`config.mk`:
```
export PLATFORM = sky130hd
export DESIGN_NAME = pccard_lane_mem
export DESIGN_NICKNAME = d
export VERILOG_FILES = /design/src/rtl/pccard_lane_mem.sv
export SDC_FILE = /design/constraint.sdc
export NUM_CORES = 1
export LEC_CHECK = 0
export CAP_MARGIN = 20
export CELL_PAD_IN_SITES_DETAIL_PLACEMENT = 0
export CELL_PAD_IN_SITES_GLOBAL_PLACEMENT = 1
export CORE_MARGIN = 2
export CORE_UTILIZATION = 50
export CTS_BUF_LIST = sky130_fd_sc_hd__clkbuf_2
export DETAILED_ROUTE_END_ITERATION = 10
export GPL_ROUTABILITY_DRIVEN = 0
export PLACE_DENSITY_LB_ADDON = 0.15
export REMOVE_ABC_BUFFERS = 1
export SYNTH_ARGS = -nofsm -noshare
export SYNTH_HDL_FRONTEND = slang
export SYNTH_SLANG_ARGS = --single-unit
```
`constraint.sdc`:
```
create_clock -name clk -period 3.6 [get_ports clk]
set_clock_uncertainty 0.15 [all_clocks]
set_input_delay 0.36 -clock clk [delete_from_list [all_inputs] [get_ports clk]]
set_output_delay 0.36 -clock clk [all_outputs]
set_load 0.02 [all_outputs]
```
`src/rtl/pccard_lane_mem.sv`:
```
module pccard_lane_mem #(
  parameter int HADDR_W = 6,
  parameter int CMEM_AW = 4,
  parameter int AMEM_AW = 3
) (
  input  logic               clk,
  input  logic               rst_n,
  input  logic               ce_lo_n,
  input  logic               ce_hi_n,
  input  logic               a0,
  input  logic [HADDR_W-1:0] haddr,
  input  logic               oe_n,
  input  logic               we_n,
  input  logic               reg_n,
  input  logic               wp,
  input  logic               vpp_even_ok,
  input  logic               vpp_odd_ok,
  input  logic [15:0]        din,
  output logic [15:0]        dout,
  output logic               dout_lo_en,
  output logic               dout_hi_en,
  output logic               wait_n
);
  localparam int CDEPTH = 1 << CMEM_AW;
  localparam int ADEPTH = 1 << AMEM_AW;

  logic [7:0] cm_even [CDEPTH];
  logic [7:0] cm_odd  [CDEPTH];
  logic [7:0] am      [ADEPTH];
  logic [1:0] we_q;

  wire [CMEM_AW-1:0] caddr = haddr[CMEM_AW-1:0];
  wire [AMEM_AW-1:0] aaddr = haddr[AMEM_AW-1:0];
  wire unused_addr = ^haddr;

  wire sel_lo   = !ce_lo_n;
  wire sel_hi   = !ce_hi_n;
  wire word     = sel_lo && sel_hi;
  wire hit_even = sel_lo && (word || !a0);
  wire hit_odd  = sel_hi || (sel_lo && a0);
  wire [7:0] odd_wd = sel_hi ? din[15:8] : din[7:0];

  always_ff @(posedge clk or negedge rst_n)
    if (!rst_n) we_q <= 2'b11;
    else        we_q <= {we_q[0], we_n};

  wire commit = we_q[0] && !we_q[1] && oe_n;

  always_ff @(posedge clk) begin
    if (commit) begin
      if (reg_n) begin
        if (hit_even && !wp && vpp_even_ok) cm_even[caddr] <= din[7:0];
        if (hit_odd  && !wp && vpp_odd_ok)  cm_odd[caddr]  <= odd_wd;
      end else if (hit_even) begin
        am[aaddr] <= din[7:0];
      end
    end
  end

  wire rd = !oe_n && we_n;
  wire [7:0] lo_byte = !reg_n ? ((word || !a0) ? am[aaddr] : 8'hFF)
                              : ((!word && a0) ? cm_odd[caddr] : cm_even[caddr]);
  wire [7:0] hi_byte = reg_n ? cm_odd[caddr] : 8'hFF;

  assign dout       = {hi_byte, lo_byte};
  assign dout_lo_en = rd && sel_lo;
  assign dout_hi_en = rd && sel_hi;
  assign wait_n     = 1'b1;
endmodule

```
======== After elaboration in Yosys (flattened, before gate mapping) ========
Memory sizes are Yosys's and may differ from the RTL's.
Index checks and enable logic that the tools add are counted.
W data, S select, Z words.
operators by class
  reduce and logical (&&, ||, !) cells .... 22
  muxes and demuxes ....................... 17
operators by type and width
  operator             count
  $mux W8              5
  $logic_and A1 B1 Y1  13
  $mux W1              12
  $logic_not A1 Y1     7
  $logic_or A1 B1 Y1   2
word-level totals
  output and inout bits ................... 19
  bits in writable memories ............... 320
  flip-flop bits (word level) ............. 2
  input port bits ......................... 33
  word-level logic and storage cells ...... 43
  memories kept ........................... 3
memories
  name     depth  bits a word  read ports  clocked after Yosys merged registers in  wr ports  RTL line  text
  cm_even  16     8            1           0                                        1         27        logic [7:0] cm_even [CDEPTH];
  cm_odd   16     8            1           0                                        1         28        logic [7:0] cm_odd [CDEPTH];
  am       8      8            1           0                                        1         29        logic [7:0] am [ADEPTH];

======== Longest topological paths before layout ========
Gate-level depths: netlist of the first run.
  word-level depth ........................ 10
  mapped depth ............................ 8
  mapped depth without buffers ............ 5

======== Least setup slack after synthesis of the first run ========
No wires, ideal clock.
  path kind ............................... input port to output port
  start point ............................. in haddr[1]
  end point ............................... out dout[4]
  path buffers ............................ 3
  stages on the path ...................... 7
  required time ........................... 3090 ps
  arrival time ............................ 2023 ps
  setup slack ............................. 1067 ps
  cell sequence ........................... buf_6 > buf_12 > buf_12 > mux2i_1 > a221o_1 > o2bb2ai_1 > a222oi_1
between the ends
  word-level cells in the longest chain between the ends .. 3
  elaborated cells on any way between the ends .. 6
  classes of those cells .................. mux (3); memory (3)
RTL lines
  what                                          RTL line  text
  start, declared                               11        input logic [HADDR_W-1:0] haddr,
  $mem_v2 Z16 W8, or another cell as far along  --
  $mux W8 (on tied branches)                    62, 61
  $mux W8 *                                     61        wire [7:0] lo_byte = !reg_n ? ((word || !a0) ? am[aaddr] : 8'hFF)
  end, declared                                 19        output logic [15:0] dout,
Every way passes the cells marked *; elsewhere a longest branch is shown, timed or not.

======== Worst setup path after layout of the first run ========
  start point ............................. in haddr[3]
  end point ............................... out dout[15]
between the ends
  word-level cells in the longest chain between the ends .. 2
RTL lines
  what            RTL line  text
  $mem_v2 Z16 W8  --
  $mux W8         63        wire [7:0] hi_byte = reg_n ? cm_odd[caddr] : 8'hFF;
Every way passes these cells.

==> impl_metrics.ini, run 1 <==
[run_status]
status = complete, no violations

[clock_network]
clock_latency_ns = 0.78
cts_setup_buffers = 0
cts_tree = done
cts_buffers = 80
cts-root-buf = clkbuf_2
cts_sinks = 322
cts_buffer_depth = 3
htreeDepth = 3
clk_pin_slew_ns = 0.11

[timing]
final_hold_viol_count = 0
fin_setup_tns_ns = 0
period_minus_slack_ns = 3.46
relSlewSlack = 0.392
tightest_slew_ns = 0.908
finalSetupViolCount = 0
worst_hold_slack_ns = 0.187
finalMaxSlewViolations = 0
period_share = 0.961
max_freq_mhz = 289
rsz0062_at_grt = no

[synthesis]
async_reset_ff_frac = 0.00621
yosys.area.top_type = edfxtp_1
ys_ff_latch = 322
dominantRegCellSynth = edfxtp_1
synth_top_area_share = 0.737
syn_area_sq_um = 13000
synth_edf_count = 320
ys_seq_area_frac = 0.741
synthTopCellsByArea = edfxtp_1 (74%), mux2i_1 (5.5%), mux4_2 (5.5%)
syn_inst = 708
yosys_warnings = 0
synth_area_per_cell_sq_um = 18.4
ys_types = 41

[final_layout]
final_cell_mix = edfxtp_1 (320), clkbuf_2 (120), buf_4 (73), mux2i_1 (72), nor2_1 (47)
synthToLayoutAreaGrowth_pct = 15.8
final_common_cell = edfxtp_1
num-nets-final = 910
drive_gt1_frac = 0.314

[setup_path]
arrival_ns = 2.95
crit_start = haddr[3]
worstSetupStartpointType = primary input
reg2reg_to = cm_odd[10][4]
endpoint_kind = output pin
r2r_setup_slack_ns = 1.11
rr_worst_depth = 5
r2r-start = we_q[0]
critPathCapture = dout[15]
critPathMaxFanout = 16
crit_required_ns = 3.09
path_class = in2out

[floorplan]
die_height_microns = 166
die_area_sq_um = 27400
core_sq_um = 25800
ioPinCount = 52
initial_core_util = 0.505
row_count = 59
die_x_microns = 166

[global_route]
grt_pass1_wl_microns = 45200
gr-usage-all-layers = 0.234
antenna_found_initial = 3
grt_pass1_vias = 7539
grt_max_degree = 48
overflow = 0

[drt]
route.detailed.vias_per_inst = 5.61
ant_nets = 0
first_pass_iters = 7
drc_errors = 0
wirelength_microns = 30800
vias = 7161
drt_iter0_markers = 689
wl_per_cell_microns = 24.1

[min_path]
hold_class = in2reg

[place]
dpl.hpwl_microns = 21200
io_buffer_count = 48

[pwr]
power_density_nw_per_um2 = 465
p_sw_frac = 0.243
p_leak_uw = 0.00522
power_frac_seq = 0.588
comb_power_share = 0.081
power.switching_uw = 1710
clkPwrFrac = 0.332
ir_worst_vdd_v = 0.000262
finalPower_uw = 7030
cellInternalPower_uw = 5320

[job]
max-cap-violations = 0
## power groups by stage
| stage | Sequential (uW) | Clock (uW) | Combinational [uW] |
|---|---|---|---|
| 2_1_floorplan | 4220 | 0 | 220 |
| 3_5_place_dp | 4220 | 0 | 562 |
| 4_1_cts | 4130 | 2410 | 565 |
| 3_3_place_gp | 4220 | 0 | 556 |
| 5_1_grt | 4130 | 2630 | 597 |
| 6_report | 4130 | 2330 | 567 |
## routing by layer
layer,wire length [microns],vias up,GRT usage
li1,-,3288,-
met1,12500,3579,0.291
met2,15700,241,0.397
met3,2030,53,0.0674
met4,571,0,0.0752
met5,0,-,0
## worst min-delay path by stage
stage,startpoint,end,cells past startpoint
2_1_floorplan,rst_n,we_q[0],0
3_3_place_gp,we_q[0],we_q[1],0
3_5_place_dp,we_q[0],we_q[1],0
4_1_cts,din[4],cm_even[5][4],2
5_1_grt,din[4],cm_even[5][4],2
6_report,din[4],cm_even[5][4],2
## state kept, by name, summed over array words and instances (netlist names)
register	count
cm_even	128
we_q	2
am	64
cm_odd	128
## critical path: stages
cell and delay [ns]:
clkdlybuf4s50_1 0.40, buf_4 0.17, nor2_2 0.69, a22o_1 0.27
a211oi_1 0.06, buf_4 0.15, mux2i_1 0.21, nand2_1 0.08
clkdlybuf4s50_1 0.55
## kinds of logic after synthesis
logic type | count (synthesis) | share of synthesized area
compound gates | 80 | 0.0485
buf+inv | 43 | 0.0245
flops | 322 | 0.741
mux | 143 | 0.144
other cells | 1 | 0.000287
simple gates | 119 | 0.0418
## layout make-up
type / count / area (sq um)
antenna: 2 / 5.00
fill: 2019 / 10700
clock inverter: 25 / 128
tap: 335 / 419
multi-input combinational: 343 / 3110
clock buffer: 120 / 601
sequential: 322 / 9660
timing repair buffer: 130 / 1180
## cell usage after synthesis, types with 2 or more instances
cell type,count
nor2b_1,9
mux4_2,32
buf_12,4
o211ai_1,7
o31ai_1,3
dfstp_2,2
buf_4,6
a22o_1,2
a22oi_1,8
nand3_1,6
nor4_1,5
nor2_1,48
mux2_2,39
a221o_1,7
mux2i_1,72
o22ai_1,22
a211oi_1,3
a221oi_1,7
buf_1,6
a222oi_1,8
clkbuf_1,9
o2bb2ai_1,7
or3_1,2
buf_2,11
buf_6,6
edfxtp_1,320
nand2b_1,9
nand2_1,22
nor3_1,14
## timing repair
item	4_1_cts	5_1_grt
resized for setup	16	0
hold buffers	2	0
endpoints found under the setup margin	9	0
hold endpoints to repair	3	0
## metrics by stage
| step | cells | worst slack [ns] | utilization | instance area, sq um |
|---|---|---|---|---|
| finish | 1277 | 0.141 | 0.585 | 15100 |
| global route | 1277 | 0.0185 | 0.585 | 15100 |
| floorplan | 665 | 0.864 | - | 12700 |
| CTS | 1275 | 0.177 | 0.584 | 15100 |
| detailed placement | 1128 | -0.208 | 0.554 | 14300 |
| global placement | 1128 | -0.146 | 0.554 | 14300 |
Power figures use the tool's default switching activity.
==> run 2: changes to the inputs <==
--- a/config.mk
+++ b/config.mk
@@ -13,6 +13,7 @@
 export CTS_BUF_LIST = sky130_fd_sc_hd__clkbuf_2
 export DETAILED_ROUTE_END_ITERATION = 10
 export GPL_ROUTABILITY_DRIVEN = 0
+export HOLD_SLACK_MARGIN = 0.12
 export PLACE_DENSITY_LB_ADDON = 0.15
 export REMOVE_ABC_BUFFERS = 1
 export SYNTH_ARGS = -nofsm -noshare
==> run 2 against run 1 <==
Compared with the run above:
- final cell count is essentially flat
- register-to-register slack got worse by 0.02 ns
- design area about the same
- hold slack gained 0.037 ns
- sequential power barely moved
- flip-flop and latch count unchanged
- sequential share of layout area about the same
- via count is 0.14% higher
- first-iteration DRC count shrank 10%
- global-route usage unchanged
- critical path depth stayed put
- largest power group unchanged
==> impl_metrics.ini, run 2 (synthesis gave the netlist of run 1 again) <==
[drt]
vias = 7171
drc_errors = 0
route.detailed.vias_per_inst = 5.61
wirelength_microns = 30900
ant_nets = 0
drt_iter0_markers = 620
wl_per_cell_microns = 24.2
first_pass_iters = 8

[clock_network]
cts_sinks = 322
cts_buffer_depth = 3
clock_latency_ns = 0.77
cts_tree = done
cts_setup_buffers = 0
clk_pin_slew_ns = 0.11
cts-root-buf = clkbuf_2
htreeDepth = 3
cts_buffers = 80

[global_route]
antenna_found_initial = 3
gr-usage-all-layers = 0.234
overflow = 0
grt_pass1_wl_microns = 45200
grt_max_degree = 48
grt_pass1_vias = 7539

[pwr]
ir_worst_vdd_v = 0.000262
finalPower_uw = 7030
power_density_nw_per_um2 = 465
p_leak_uw = 0.00522

[timing]
final_hold_viol_count = 0
finalMaxSlewViolations = 0
tightest_slew_ns = 0.921
rsz0062_at_grt = no
period_share = 0.958
fin_setup_tns_ns = 0
setup_ws_ns = 0.151
finalSetupViolCount = 0
max_freq_mhz = 290
worst_hold_slack_ns = 0.225
relSlewSlack = 0.385
period_minus_slack_ns = 3.45

[floorplan]
core_sq_um = 25800
initial_core_util = 0.505
die_height_microns = 166
die_area_sq_um = 27400
die_x_microns = 166
row_count = 59
ioPinCount = 52

[min_path]
hold_class = in2reg

[place]
dpl.hpwl_microns = 21200
dp.cells = 1128
pre_cts_slack_ns = -0.208
io_buffer_count = 48

[setup_path]
crit_required_ns = 3.09
critPathCapture = dout[15]
path_class = in2out
endpoint_kind = output pin
crit_chain = clkdlybuf4s50_1 -> buf_4 -> nor2_2 -> a22o_1 -> a211oi_1 -> buf_4 -> mux2i_1 -> nand2_1 -> clkdlybuf4s50_1
crit_slowest_cell = nor2_2
reg2reg_to = cm_odd[15][5]
r2r_setup_slack_ns = 1.09
rr_worst_depth = 5
r2r-start = we_q[0]
crit_start = haddr[3]
path_depth = 9
arrival_ns = 2.94
crit_family = buffers and inverters
cp_slowest_stage_delay_ns = 0.70
worstSetupStartpointType = primary input
cp_num_buf_inv = 4
critPathMaxFanout = 16

[final_layout]
final_cell_mix = edfxtp_1 (320), clkbuf_2 (120), buf_4 (73), mux2i_1 (72), nor2_1 (47)
largestRegisters = cm_even (128), cm_odd (128), am (64)
num-nets-final = 911
layout.cells.non_filler = 1278
drive_gt1_frac = 0.313
synthToLayoutAreaGrowth_pct = 15.9
final_common_cell = edfxtp_1

[job]
max-cap-violations = 0

[run_status]
status = complete, no violations
## run 2: cell types whose count changed in the layout (fill, tap and decap cells not counted), sizes merged
cell	delta
dlygate4sd3	+1
## run 2: through the flow
stage               utilization  instance area (sq um)
detailed placement        0.554                  14300
floorplan                     -                  12700
global route              0.585                  15100
finish                    0.585                  15100
CTS                       0.584                  15100
global placement          0.554                  14300
## run 2: layout make-up
| class | instances | area, sq um |
|---|---|---|
| fillers | 2018 | 10700 |
| flip-flops and latches | 322 | 9660 |
| multi-input cells | 343 | 3110 |
| repair buffers | 131 | 1190 |
| clock buffers | 120 | 601 |
| well taps | 335 | 419 |
| clock inverters | 25 | 128 |
| diodes | 2 | 5.00 |
## run 2: where the power goes
part	internal (uW)	total (uW)	switching (uW)	leakage (uW)
clock	961	2330	1370	0.000567
sequential	4130	4130	0.908	0.00290
combinational	233	567	334	0.00176
## run 2: worst min-delay path by stage
stage	startpoint	end	slack, ns	cells after the start
after global placement	we_q[0]	we_q[1]	0.21	0
final	haddr[0]	cm_even[7][1]	0.22	4
after floorplan	rst_n	we_q[0]	0.06	0
after global routing	din[3]	cm_even[5][3]	0.13	1
after CTS	din[4]	cm_even[5][4]	0.12	2
after detailed placement	we_q[0]	we_q[1]	0.21	0
## run 2: tightest hold or removal path, delay by kind of cell
| family | cells | cell delay (ns) |
|---|---|---|
| AND/OR/NAND/NOR | 2 | 0.30 |
| buffers and inverters | 2 | 0.38 |
## run 2: metal layers
layer  GRT usage  routed length, microns  vias up
li1            -                       -     3295
met5           0                       0        -
met4      0.0752                     538        0
met1       0.291                   12300     3586
met3      0.0674                    2280       44
met2       0.397                   15700      246
## run 2: repair_timing
action	CTS	global route
gates resized for setup	16	0
endpoints found under the setup margin	9	0
endpoints found under the hold margin	3	6
hold buffers	2	1
==> run 3: changes to the inputs <==
--- a/config.mk
+++ b/config.mk
@@ -9,13 +9,14 @@
 export CELL_PAD_IN_SITES_DETAIL_PLACEMENT = 0
 export CELL_PAD_IN_SITES_GLOBAL_PLACEMENT = 1
 export CORE_MARGIN = 2
-export CORE_UTILIZATION = 50
+export CORE_UTILIZATION = 40
 export CTS_BUF_LIST = sky130_fd_sc_hd__clkbuf_2
 export DETAILED_ROUTE_END_ITERATION = 10
 export GPL_ROUTABILITY_DRIVEN = 0
 export HOLD_SLACK_MARGIN = 0.12
 export PLACE_DENSITY_LB_ADDON = 0.15
 export REMOVE_ABC_BUFFERS = 1
+export SKIP_LAST_GASP = 1
 export SYNTH_ARGS = -nofsm -noshare
 export SYNTH_HDL_FRONTEND = slang
 export SYNTH_SLANG_ARGS = --single-unit
==> run 3 against run 2 <==
Compared with the run above:
- global-route usage decreased by 4.2 points
- count of clock-buffer cells in the layout decreased by 9
- utilization decreased by 11 points
- non-clock buffer count increased by 3
- first-iteration DRC count decreased by 24%
- combinational power about the same
- register-to-register slack got worse by 0.24 ns
- sequential share of layout area decreased by 1.1 points
- fmax increased by 0.97%
- largest cell class unchanged
==> impl_metrics.ini, run 3 (synthesis gave the netlist of run 1 again) <==
[run_status]
status = complete, no violations

[drt]
wl_met3_microns = 1510
route.detailed.vias_per_inst = 5.21
first_pass_iters = 5
wirelength_microns = 31800
dr_wl_met2_microns = 16300
drt_iter0_markers = 471
ant_nets = 0
drc_errors = 0
vias = 7234
maxUsedRoutingLayer = met4
route.layer.met1.wl_microns = 13200
wl_per_cell_microns = 22.9

[timing]
tightest_slew_ns = 0.996
finalMaxSlewViolations = 0
max_freq_mhz = 293
period_minus_slack_ns = 3.42
worst_hold_slack_ns = 0.233
period_share = 0.949
final_hold_viol_count = 0
finalSetupViolCount = 0
relSlewSlack = 0.334
rsz0062_at_grt = no

[global_route]
grt_max_degree = 50
gr-usage-all-layers = 0.192
overflow = 0
antenna_found_initial = 1
grt_pass1_wl_microns = 46900
grt_pass1_vias = 7691

[floorplan]
die_area_sq_um = 34100
die_height_microns = 185
row_count = 66
core_sq_um = 32300
ioPinCount = 52
die_x_microns = 185
initial_core_util = 0.404

[place]
io_buffer_count = 48
dp.cells = 1236
dpl.hpwl_microns = 21800

[clock_network]
clk_pin_slew_ns = 0.09
cts-root-buf = clkbuf_2
cts_buffers = 82
htreeDepth = 3
clock_latency_ns = 0.85
cts_tree = done
cts_buffer_depth = 3
cts_sinks = 322

[min_path]
hold_class = reg2reg

[setup_path]
crit_required_ns = 3.09
arrival_ns = 2.91
endpoint_kind = output pin
critPathMaxFanout = 2
cp_slowest_stage_delay_ns = 0.57
crit_slowest_cell = a222oi_1
path_class = reg2out
r2r_setup_slack_ns = 0.85
worstSetupStartpointType = register
crit_chain = mux2_2 -> o22ai_1 -> a221o_1 -> o2bb2ai_1 -> a222oi_1 -> dlygate4sd2_1

[pwr]
ir_worst_vdd_v = 0.000370
p_leak_uw = 0.00527
power_density_nw_per_um2 = 470

[final_layout]
drive_gt1_frac = 0.309
n_fill_cell = 2790
final_common_cell = edfxtp_1
layout.cells.non_filler = 1389
multi_input_area_sq_um = 3130
synthToLayoutAreaGrowth_pct = 18.0
num-nets-final = 916
largestRegisters = cm_even (128), cm_odd (128), am (64)
seq_area_sq_um = 9660
final_cell_mix = edfxtp_1 (320), clkbuf_2 (111), mux2i_1 (72), buf_4 (71), nor2_1 (48)

[job]
max-cap-violations = 0
run 3: changes by cell type in the layout (fill, tap and decap cells not counted), sizes merged:
cell	before	now
inv	1	2
diode	2	1
bufinv	1	4
clkinv	23	30
dlygate4sd2	7	8
dlygate4sd3	3	5
clkbuf	120	111
run 3: per-layer routing:
| metal | GRT usage | vias up |
|---|---|---|
| li1 | - | 3289 |
| met1 | 0.233 | 3693 |
| met2 | 0.332 | 192 |
| met3 | 0.0443 | 60 |
| met4 | 0.0752 | 0 |
| met5 | 0 | - |
run 3: through the flow:
step	cell area [sq um]	TNS, ns	setup slack (ns)	total power, uW	util
floorplan	12700	0	0.864	4440	-
global placement	14500	-3.12	-0.404	4770	0.448
detailed placement	14500	-0.731	-0.125	4780	0.448
CTS	15400	0	0.0106	7330	0.476
global route	15400	0	0.0437	7560	0.477
finish	15400	0	0.184	7240	0.477
run 3: layout make-up:
| class | instances | share of cell area |
|---|---|---|
| clock inverters | 36 | 0.0163 |
| clock buffers | 111 | 0.0361 |
| repair buffers | 134 | 0.0803 |
| diodes | 1 | 0.000163 |
| flip-flops and latches | 322 | 0.628 |
| multi-input cells | 343 | 0.203 |
| well taps | 442 | 0.0359 |
run 3: what timing repair did:
item / in CTS / in global routing
hold buffers: 5 / 0
gates cloned: 0 / 0
buffers inserted: 0 / 0
setup endpoints to repair: 8 / 3
endpoints found under the hold margin: 30 / 0
pin swaps: 2 / 1
resized for setup: 15 / 4
run 3: worst paths after layout:
kind / start / endpoint / depth (start not counted)
hold / removal: we_q[0] / we_q[1] / 0
min in group asynchronous: rst_n / we_q[0] / 2
setup / recovery: cm_odd[10][5] / dout[5] / 6
hold reg to reg: we_q[0] / we_q[1] / 0
setup reg to reg: we_q[0] / cm_odd[10][2] / 5
max in group asynchronous: rst_n / we_q[1] / 2
run 3: worst max-delay path: cells and delay by family, from the launching register on:
family / cells / cell delay, ns
buffers and inverters: 1 / 0.40
flip-flops: 1 / 0.33
AO/OA/AOI/OAI: 4 / 1.19
multiplexers: 1 / 0.15
run 3: power by group:
group / total [uW] / internal, uW / switching (uW)
Sequential: 4130 / 4130 / 0.964
Clock: 2540 / 1130 / 1410
Combinational: 564 / 233 / 331
